## config.mk

```make
export PLATFORM = sky130hd
export DESIGN_NAME = sccr_host_regs
export DESIGN_NICKNAME = d
export VERILOG_FILES = /design/src/rtl/sccr_pkg.sv /design/src/rtl/sccr_addr_dec.sv /design/src/rtl/sccr_read_mux.sv /design/src/rtl/sccr_irq_term.sv /design/src/rtl/sccr_host_regs.sv
export SDC_FILE = /design/constraint.sdc
export NUM_CORES = 1
export LEC_CHECK = 0
export ABC_AREA = 1
export CAP_MARGIN = 20
export CORE_ASPECT_RATIO = 0.75
export CORE_MARGIN = 4
export CORE_UTILIZATION = 30
export DETAILED_ROUTE_END_ITERATION = 10
export DONT_BUFFER_PORTS = 1
export PLACE_DENSITY_LB_ADDON = 0.1
export SLEW_MARGIN = 20
export SYNTH_ARGS = -nofsm -noshare
export SYNTH_HDL_FRONTEND = slang
export SYNTH_HIERARCHICAL = 1
export SYNTH_SLANG_ARGS = --single-unit
```

## constraint.sdc

```tcl
create_clock -name clk -period 5.5 [get_ports clk]
set_clock_uncertainty 0.1 [all_clocks]
set_input_delay 0.55 -clock clk [delete_from_list [all_inputs] [get_ports clk]]
set_output_delay 0.55 -clock clk [all_outputs]
set_load 0.005 [all_outputs]
```

## src/rtl/sccr_pkg.sv

```systemverilog
`timescale 1ns/1ps
package sccr_pkg;

    parameter int unsigned SC_DW   = 8;
    parameter int unsigned SC_NREG = 16;
    parameter int unsigned SC_NCH  = 2;
    localparam int unsigned SC_PW  = $clog2(SC_NREG);
    localparam int unsigned SC_PND = 3 * SC_NCH;

    typedef logic [SC_DW-1:0] byte_t;

    // write register slots whose behaviour the block depends on
    localparam int unsigned RG_IRQEN = 1;
    localparam int unsigned RG_RXCFG = 3;
    localparam int unsigned RG_FRAME = 4;
    localparam int unsigned RG_TXCFG = 5;
    localparam int unsigned RG_MCTL  = 9;
    localparam int unsigned RG_CLKS  = 11;
    localparam int unsigned RG_TCLO  = 12;
    localparam int unsigned RG_TCHI  = 13;
    localparam int unsigned RG_MISC  = 14;
    localparam int unsigned RG_EXTEN = 15;

    localparam int unsigned RD_VEC  = 2;
    localparam int unsigned RD_PEND = 3;

    localparam logic [2:0] CMD_HIGH  = 3'b001;
    localparam logic [2:0] CMD_TXCLR = 3'b101;
    localparam logic [2:0] CMD_IUS   = 3'b111;

    typedef enum logic [1:0] {VK_NONE, VK_RX, VK_TX} vkind_e;

    typedef struct packed {
        logic [SC_NCH-1:0][SC_NREG-1:0][SC_DW-1:0] wr;
        logic [SC_NCH-1:0][SC_PW-1:0]              ptr;
        logic [SC_NCH-1:0][SC_DW-1:0]              st0;
        logic [SC_NCH-1:0][SC_DW-1:0]              st1;
        logic [SC_NCH-1:0][SC_DW-1:0]              tclo;
        logic [SC_NCH-1:0][SC_DW-1:0]              tchi;
        logic [SC_NCH-1:0][SC_DW-1:0]              rxbuf;
        logic [SC_NCH-1:0][SC_DW-1:0]              txd;
        logic [SC_NCH-1:0]                         rxint;
        logic [SC_NCH-1:0]                         txint;
        logic [SC_NCH-1:0]                         rxsvc;
        logic [SC_NCH-1:0]                         txsvc;
        logic [SC_NCH-1:0]                         txv;
        byte_t                                     vec;
        logic [SC_PND-1:0]                         pend;
    } regs_t;

    // vector code for an event on channel A (chan_a=1) or B
    function automatic byte_t vec_code(vkind_e k, logic chan_a, logic hi);
        byte_t v;
        case (k)
            VK_RX:   v = hi ? (chan_a ? 8'h30 : 8'h20) : (chan_a ? 8'h0C : 8'h04);
            VK_TX:   v = chan_a ? (hi ? 8'h10 : 8'h08) : 8'h00;
            default: v = hi ? 8'h60 : 8'h06;
        endcase
        return v;
    endfunction

endpackage

```

## src/rtl/sccr_addr_dec.sv

```systemverilog
`timescale 1ns/1ps
module sccr_addr_dec #(
    parameter int unsigned NCH = 2,
    localparam int unsigned CW = (NCH > 1) ? $clog2(NCH) : 1
) (
    input  logic          sel,
    input  logic          wr,
    input  logic [CW:0]   addr,
    output logic          ctrl_wr,
    output logic          ctrl_rd,
    output logic          data_wr,
    output logic          data_rd,
    output logic [CW-1:0] chan
);
    logic is_data;

    always_comb begin
        is_data = addr[0];
        chan    = addr[CW:1];
        ctrl_wr = sel &  wr & ~is_data;
        ctrl_rd = sel & ~wr & ~is_data;
        data_wr = sel &  wr &  is_data;
        data_rd = sel & ~wr &  is_data;
    end
endmodule

```

## src/rtl/sccr_read_mux.sv

```systemverilog
`timescale 1ns/1ps
module sccr_read_mux
    import sccr_pkg::*;
(
    input  logic                         chan,
    input  logic                         rd_ctrl,
    input  logic                         rd_data,
    input  logic [SC_PW-1:0]             ptr_sel,
    input  logic [SC_NCH-1:0][SC_DW-1:0] st0,
    input  logic [SC_NCH-1:0][SC_DW-1:0] st1,
    input  logic [SC_NCH-1:0][SC_DW-1:0] tclo,
    input  logic [SC_NCH-1:0][SC_DW-1:0] tchi,
    input  logic [SC_NCH-1:0][SC_DW-1:0] rxbuf,
    input  byte_t                        vec,
    input  logic [SC_PND-1:0]            pend,
    output byte_t                        rdata
);
    localparam int unsigned PADW = SC_DW - SC_PND;

    byte_t ctrl_val;

    always_comb begin
        case (int'(ptr_sel))
            0:        ctrl_val = st0[chan];
            1:        ctrl_val = st1[chan];
            RD_VEC:   ctrl_val = chan ? '0 : vec;
            RD_PEND:  ctrl_val = chan ? {{PADW{1'b0}}, pend} : '0;
            RG_TCLO:  ctrl_val = tclo[chan];
            RG_TCHI:  ctrl_val = tchi[chan];
            default:  ctrl_val = '0;
        endcase
        if (rd_data)      rdata = rxbuf[chan];
        else if (rd_ctrl) rdata = ctrl_val;
        else              rdata = '0;
    end
endmodule

```

## src/rtl/sccr_irq_term.sv

```systemverilog
`timescale 1ns/1ps
module sccr_irq_term
    import sccr_pkg::*;
(
    input  byte_t en_cfg,
    input  byte_t ext_cfg,
    input  byte_t status,
    input  logic  rx_pend,
    input  logic  tx_pend,
    output logic  term
);
    logic rx_mode_on;

    always_comb begin
        rx_mode_on = (en_cfg[4:3] == 2'b01) || (en_cfg[4:3] == 2'b10);
        term = (en_cfg[1] & tx_pend)
             | (rx_mode_on & rx_pend)
             | (ext_cfg[7] & status[7]);
    end
endmodule

```

## src/rtl/sccr_host_regs.sv

```systemverilog
`timescale 1ns/1ps
module sccr_host_regs
    import sccr_pkg::*;
(
    input  logic                     clk,
    input  logic                     rst_n,
    input  logic                     host_sel,
    input  logic                     host_wr,
    input  logic [1:0]               host_addr,
    input  logic [SC_DW-1:0]         host_wdata,
    output logic [SC_DW-1:0]         host_rdata,
    input  logic [SC_NCH-1:0]        rx_stb,
    input  logic [SC_NCH*SC_DW-1:0]  rx_char,
    input  logic [SC_NCH-1:0]        txe_stb,
    input  logic [SC_NCH-1:0]        brk_stb,
    output logic [SC_NCH-1:0]        tx_stb,
    output logic [SC_NCH*SC_DW-1:0]  tx_char,
    output logic                     irq
);

    regs_t state_q, state_d;
    logic  irq_q, irq_d;

    logic ctrl_wr, ctrl_rd, data_wr, data_rd, chan;
    logic [SC_NCH-1:0] rx_on, tx_on, term;
    logic [SC_PW-1:0]  cur_ptr;
    logic [2:0]        cmd;
    int                hc;
    logic              wr_spare_unused;

    // ---------------- per-channel helper updates ----------------
    function automatic regs_t f_rst_ch(regs_t s, int c);
        s.wr[c]            = '0;
        s.wr[c][RG_FRAME]  = 8'h04;
        s.wr[c][RG_MCTL]   = 8'hC0;
        s.wr[c][RG_CLKS]   = 8'h08;
        s.wr[c][RG_MISC]   = 8'h30;
        s.wr[c][RG_EXTEN]  = 8'hF8;
        s.ptr[c]   = '0;
        s.st0[c]   = 8'h44;
        s.st1[c]   = 8'h07;
        s.tclo[c]  = '0;
        s.tchi[c]  = '0;
        s.rxbuf[c] = '0;
        s.txd[c]   = '0;
        s.rxint[c] = 1'b0;
        s.txint[c] = 1'b0;
        s.rxsvc[c] = 1'b0;
        s.txsvc[c] = 1'b0;
        s.txv[c]   = 1'b0;
        s.pend[3*c +: 3] = '0;
        if (c == 0) s.vec = '0;
        return s;
    endfunction

    function automatic regs_t f_set_rx(regs_t s, int c);
        s.rxint[c]      = 1'b1;
        s.rxsvc[c]      = 1'b1;
        s.pend[3*c + 2] = 1'b1;
        s.vec = vec_code(VK_RX, c[0], s.wr[c][RG_MCTL][4]);
        return s;
    endfunction

    function automatic regs_t f_set_tx(regs_t s, int c);
        s.txint[c] = 1'b1;
        if (!s.rxsvc[c]) begin
            s.txsvc[c] = 1'b1;
            if (s.wr[c][RG_IRQEN][1]) s.pend[3*c + 1] = 1'b1;
            s.vec = vec_code(VK_TX, c[0], s.wr[c][RG_MCTL][4]);
        end
        return s;
    endfunction

    function automatic regs_t f_clr_rx(regs_t s, int c);
        s.rxint[c]      = 1'b0;
        s.rxsvc[c]      = 1'b0;
        s.pend[3*c + 2] = 1'b0;
        s.vec = vec_code(VK_NONE, c[0], s.wr[c][RG_MCTL][4]);
        if (s.txint[c]) s = f_set_tx(s, c);
        return s;
    endfunction

    function automatic regs_t f_clr_tx(regs_t s, int c);
        s.txint[c]      = 1'b0;
        s.txsvc[c]      = 1'b0;
        s.pend[3*c + 1] = 1'b0;
        s.vec = vec_code(VK_NONE, c[0], s.wr[c][RG_MCTL][4]);
        if (s.rxint[c]) s = f_set_rx(s, c);
        return s;
    endfunction

    // ---------------- address decode ----------------
    sccr_addr_dec #(.NCH(SC_NCH)) i_dec (
        .sel     (host_sel),
        .wr      (host_wr),
        .addr    (host_addr),
        .ctrl_wr (ctrl_wr),
        .ctrl_rd (ctrl_rd),
        .data_wr (data_wr),
        .data_rd (data_rd),
        .chan    (chan)
    );

    // registered channel enables
    generate
        for (genvar g = 0; g < SC_NCH; g++) begin : g_en
            assign rx_on[g] = state_q.wr[g][RG_RXCFG][0];
            assign tx_on[g] = state_q.wr[g][RG_TXCFG][3];
        end
    endgenerate

    assign wr_spare_unused = ^state_q.wr;

    // ---------------- next-state logic ----------------
    always_comb begin
        state_d     = state_q;
        state_d.txv = '0;
        hc      = int'(chan);
        cur_ptr = state_q.ptr[hc];
        cmd     = host_wdata[5:3];

        if (ctrl_wr) begin
            if (cur_ptr == '0) begin
                state_d.ptr[hc] = {1'b0, host_wdata[2:0]};
                case (cmd)
                    CMD_HIGH:  state_d.ptr[hc][SC_PW-1] = 1'b1;
                    CMD_TXCLR: state_d = f_clr_tx(state_d, hc);
                    CMD_IUS: begin
                        if (state_d.rxsvc[hc]) begin
                            state_d.rxsvc[hc] = 1'b0;
                            if (state_d.txint[hc]) state_d = f_set_tx(state_d, hc);
                        end else if (state_d.txsvc[hc]) begin
                            state_d.txsvc[hc] = 1'b0;
                        end
                    end
                    default: ;
                endcase
            end else begin
                if (int'(cur_ptr) == RG_MCTL) begin
                    case (host_wdata[7:6])
                        2'b01:   state_d = f_rst_ch(state_d, 0);
                        2'b10:   state_d = f_rst_ch(state_d, 1);
                        2'b11:   state_d = f_rst_ch(f_rst_ch(state_d, 0), 1);
                        default: state_d.wr[hc][RG_MCTL] = host_wdata;
                    endcase
                end else begin
                    state_d.wr[hc][cur_ptr] = host_wdata;
                    if (int'(cur_ptr) == RG_TCLO) state_d.tclo[hc] = host_wdata;
                    if (int'(cur_ptr) == RG_TCHI) state_d.tchi[hc] = host_wdata;
                end
                state_d.ptr[hc] = '0;
            end
        end

        if (ctrl_rd) state_d.ptr[hc] = '0;

        if (data_wr) begin
            state_d.txd[hc]    = host_wdata;
            state_d.txv[hc]    = tx_on[hc];
            state_d.st0[hc][2] = 1'b1;
            state_d.st1[hc][0] = 1'b1;
            state_d = f_set_tx(state_d, hc);
        end

        if (data_rd) begin
            state_d.st0[hc][0] = 1'b0;
            state_d = f_clr_rx(state_d, hc);
        end

        for (int c = 0; c < SC_NCH; c++) begin
            if (brk_stb[c]) state_d.st0[c][7] = 1'b1;
            if (rx_stb[c] && rx_on[c] && !state_d.st0[c][0]) begin
                state_d.st0[c][0] = 1'b1;
                state_d.rxbuf[c]  = rx_char[c*SC_DW +: SC_DW];
                state_d = f_set_rx(state_d, c);
            end
            if (txe_stb[c]) begin
                state_d.st0[c][2] = 1'b1;
                state_d.st1[c][0] = 1'b1;
                state_d = f_set_tx(state_d, c);
            end
        end
    end

    // ---------------- interrupt merge ----------------
    generate
        for (genvar g = 0; g < SC_NCH; g++) begin : g_irq
            sccr_irq_term i_term (
                .en_cfg  (state_d.wr[g][RG_IRQEN]),
                .ext_cfg (state_d.wr[g][RG_EXTEN]),
                .status  (state_d.st0[g]),
                .rx_pend (state_d.rxint[g]),
                .tx_pend (state_d.txint[g]),
                .term    (term[g])
            );
        end
    endgenerate

    assign irq_d = |term;

    // ---------------- registers ----------------
    always_ff @(posedge clk or negedge rst_n) begin
        if (!rst_n) begin
            state_q <= f_rst_ch(f_rst_ch(regs_t'('0), 0), 1);
            irq_q   <= 1'b0;
        end else begin
            state_q <= state_d;
            irq_q   <= irq_d;
        end
    end

    // ---------------- read path and outputs ----------------
    sccr_read_mux i_rmux (
        .chan    (chan),
        .rd_ctrl (ctrl_rd),
        .rd_data (data_rd),
        .ptr_sel (cur_ptr),
        .st0     (state_q.st0),
        .st1     (state_q.st1),
        .tclo    (state_q.tclo),
        .tchi    (state_q.tchi),
        .rxbuf   (state_q.rxbuf),
        .vec     (state_q.vec),
        .pend    (state_q.pend),
        .rdata   (host_rdata)
    );

    assign tx_stb  = state_q.txv;
    assign tx_char = state_q.txd;
    assign irq     = irq_q;

endmodule

```

# After elaboration in Yosys (flattened, before gate mapping)
# Cells that the tools add are included.
[totals]
register_bits = 385
wordCells = 275
[classes]
n_addsub = 2
n_mul = 1
magnitude_cmp = 9
n_eq_ne = 16
mux = 131
n_bitwise = 48
reduce_logical = 14
[op_table]
columns = ["cell", "count"]
rows = [
  ["two-way mux 384 bit", 2],
  ["one-hot mux 256 bit (3 select lines)", 1],
  ["bitwise mux 256 bit", 2],
  ["two-way mux 77 bit", 6],
  ["one-hot mux 128 bit (3 select lines)", 1],
  ["demux 128 bit (select 1 bit)", 2],
  ["two-way mux 256 bit", 1],
  ["two-way mux 120 bit", 2],
  ["two-way mux 8 bit", 18],
  ["two-way mux 128 bit", 1],
  ["two-way mux 40 bit", 3],
  ["two-way mux 115 bit", 1],
  ["two-way mux 113 bit", 1],
  ["two-way mux 107 bit", 1],
  ["two-way mux 105 bit", 1],
  ["two-way mux 80 bit", 1],
  ["two-way mux 56 bit", 1],
  ["bitwise mux 16 bit", 3],
  ["two-way mux 16 bit", 3],
  ["one-hot mux 24 bit (2 select lines)", 1],
  ["one-hot mux 8 bit (6 select lines)", 1],
  ["two-way mux 22 bit", 2],
  ["two-way mux 6 bit", 7],
  ["two-way mux 5 bit", 8],
  ["54 further kinds", 151],
]

# Longest topological paths before layout
[depth]
depth_word = 40
mapped_depth = 20
ltp_nobuf = 18

# Modules after synthesis
# The synthesis kept the hierarchy.
[modules_own_cells]
columns = ["mod", "n_inst", "cells_per_inst", "area_each_um2", "seq_area_each_um2"]
rows = [
  ["sccr_host_regs", 1, 880, 7395.8, 3851.2],
  ["sccr_read_mux", 1, 272, 1152.4, 0.0],
  ["sccr_irq_term", 2, 10, 38.8, 0.0],
  ["sccr_addr_dec", 1, 9, 37.5, 0.0],
]

# Worst setup path before layout
# Ideal clock, no wire load.
[synth_path]
kind = "input to register"
start = "input port host_addr[1]"
end = "register irq_q (netlist: irq)"
arrival_time_ps = 2466
path_slack_ps = 2807
cell_stages = 16
cell_sequence = "buf_4 > buf_6 > inv_6 > nand2_1 > nand2_1 > nand2_2 > nor2_4 > nor2_4 > inv_2 > clkbuf_1 > a21oi_1 > o21ai_0 > nand2_1 > nand3_1 > nand2_1 > or2_2"
[synth_lines]
columns = ["item", "line_no", "source"]
rows = [
  ["start, declared", "sccr_host_regs.sv:9", "input logic [1:0] host_addr,"],
  ["end signal, assigned", "sccr_host_regs.sv:208", "irq_q <= irq_d;"],
  ["end, declared", "sccr_host_regs.sv:22", "logic irq_q, irq_d;"],
]

# Final worst setup path
[layout_path]
start = "register state_q[123] (netlist bit)"
end = "output port host_rdata[2]"
[layout_between]
elab_chain_cells = 6
[layout_lines]
columns = ["item", "line_no", "source"]
rows = [
  ["start, declared", "sccr_host_regs.sv:21", "regs_t state_q, state_d;"],
  ["start signal, assigned", "sccr_host_regs.sv:204", "state_q <= f_rst_ch(f_rst_ch(regs_t'('0), 0), 1);"],
  ["start signal, assigned", "sccr_host_regs.sv:207", "state_q <= state_d;"],
  ["two-way mux 4 bit (implied by the code) * (2 in series)", "sccr_host_regs.sv:119", "cur_ptr = state_q.ptr[hc];"],
  ["via cur_ptr[3]", "sccr_host_regs.sv:26", "logic [SC_PW-1:0] cur_ptr;"],
  ["== test 4 bit (tied with other cells)", "sccr_read_mux.sv:23", "case (int'(ptr_sel))"],
  ["one-hot mux 8 bit (6 select lines) *", "sccr_read_mux.sv:23", ""],
  ["two-way mux 8 bit *", "sccr_read_mux.sv:33", "else if (rd_ctrl) rdata = ctrl_val;"],
  ["two-way mux 8 bit *", "sccr_read_mux.sv:32", "if (rd_data) rdata = rxbuf[chan];"],
  ["end, declared", "sccr_host_regs.sv:11", "output logic [SC_DW-1:0] host_rdata,"],
]
# Mark *: on every way through the listed nets, which the timed path passes. The rest lies on a longest branch. The select of a mux whose other input is x is not followed.

==> impl_metrics.ini <==
[sta]
fin_crit_sh = 0.515
tightest_slew_ps = 806
fmax_mhz = 353
rsz0062_at_grt = no
setup_viol = 0
fin_setup_tns_ps = 0
finalHoldViolations = 4
final-max-slew-violation-count = 0
relSlewSlack = 0.461
min_period_ps = 2830
whs_ps = -12.8

[worst_setup_path]
path_cells = nand2_2, nand2_2, nor2_4, inv_2, nor2_4, nand2_1, nand2_1, inv_1, nand2_1, nand2_1, nand2_1
required_ps = 4850
crit_top_cell = nand2_1
cp.arrival_ps = 2180
cp-start-kind = flip-flop
path_class = reg -> out
reg2reg_depth = 15
endpoint_kind = primary output
cp_max_fo = 15
slowest_stage = dfrtp_1
max_stage_delay_ps = 410

[drt]
num_vias = 6861
drc = 0
first_iter_violations = 600
routedWlPerCell_um = 19.0
vias_per_cell = 4.86
dr.pass1.iters = 7
drtAntennaViolNets = 0
drt-total-wl_mm = 26.9

[placed_design]
port-buffer-count = 0
place.gp.congestion = 0.833
placed_area_mm2 = 0.00783
dpl.hpwl_mm = 19.0

[power_and_ir_drop]
power.density_mw_per_mm2 = 398
ir_drop_mv = 0.185
power_mw = 3.39
power_leakage_nw = 4.46

[layout]
regArea_mm2 = 0.00324
multi_input_comb_area_mm2 = 0.00357
final_common_cell = nand2_1
layout_common_cells = nand2_1, inv_1, dfrtp_1
insertedDiodeCount = 0
drive_above_1_share = 0.108
nets = 1098
syn_to_final_growth_pct = 10.6
fillCellCount = 2735
design_area_mm2 = 0.00853

[clocking]
clock_latency_ps = 430
cts_buffer_depth = 2
cts_setup_buffers = 0
cts-root-buf = clkbuf_16
cts_buffers = 17
cts_tree = done
cts_sinks = 129
cts_max_level = 4
clkTransAtPathRegs_ps = 60

[die]
row_count = 50
fp.dieArea_mm2 = 0.0284
die_x_um = 193
fp.coreArea_mm2 = 0.0251
initial_utilization = 0.307
ios = 63
die_h_um = 147

[global_routing]
met1_usage = 0.306
grt.total_usage = 0.196
grt_pass1_vias = 6711
antenna_found_initial = 0
use_met3 = 0.0390
grtUsageMet2 = 0.273
grt_overflow = 0
grt_max_degree = 130
grt_busiest_layer = met1
grt_first_pass_wirelength_mm = 42.1

[outcome]
failed_checks = hold timing
outcome = finished with violations

[logic_synthesis]
postSynthAreaPerCell_um2 = 7.06
synthCells = 1092
synthesis.area_mm2 = 0.00771
yosysWarnings = 6

[run]
maxCapViolCount = 0

[hold_path]
min_path_type = in -> async
==> report_power, final <==
group / switching [mW] / total (mW) / internal (mW)
registers: 0.164 / 1.34 / 1.18
logic: 0.473 / 0.717 / 0.243
clock network: 0.470 / 1.33 / 0.863
==> stage by stage <==
step                      hold slack (ps)   util  setup slack [ps]  cells
after detailed placement              165  0.311              2310   1380
after floorplan                       154      -              2910   1101
after CTS                            40.3  0.339              2620   1413
after global placement                165  0.311              2350   1380
after global routing                 52.2  0.339              2450   1413
final                               -12.8  0.339              2670   1413
==> per-layer routing <==
metal | vias up | routed length, µm
met2 | 159 | 11300
met5 | - | 0
met3 | 28 | 1280
met4 | 0 | 423
li1 | 3369 | -
met1 | 3305 | 13900
==> path summary, 6_finish.rpt <==
path                              start            end  slack [ps]
setup / recovery           state_q[123]  host_rdata[2]        2670
hold / removal                    rst_n    state_q[86]         -10
setup reg to reg           state_q[124]     state_q[6]        2750
hold reg to reg            state_q[115]   state_q[115]         370
max in group asynchronous         rst_n    state_q[18]        4770
min in group clk            rx_char[15]    state_q[55]         130
==> layout make-up <==
type / instances / area share
clock buffers: 19 / 0.0519
multi-input cells: 761 / 0.418
well taps: 338 / 0.0496
inverters: 147 / 0.0653
repair buffers: 6 / 0.00763
flip-flops and latches: 129 / 0.380
clock inverters: 13 / 0.0274
==> flip-flops by register name, summed over array words and instances, names as in the netlist <==
name / flops
tx_char: 16
rx_on: 2
irq: 1
state_q: 108
tx_stb: 2
==> worst max-delay path: cells and delay by family, from the launching register on <==
family | cells | cell delay (ps)
buffers and inverters | 2 | 160
flip-flops | 1 | 410
AND/OR/NAND/NOR | 9 | 1170
==> repair_timing <==
item	4_1_cts	5_1_grt
gates resized for setup	0	0
hold buffers	1	0
endpoints found under the hold margin	129	0
endpoints found under the setup margin	0	0
(Power assumes the default switching activity.)
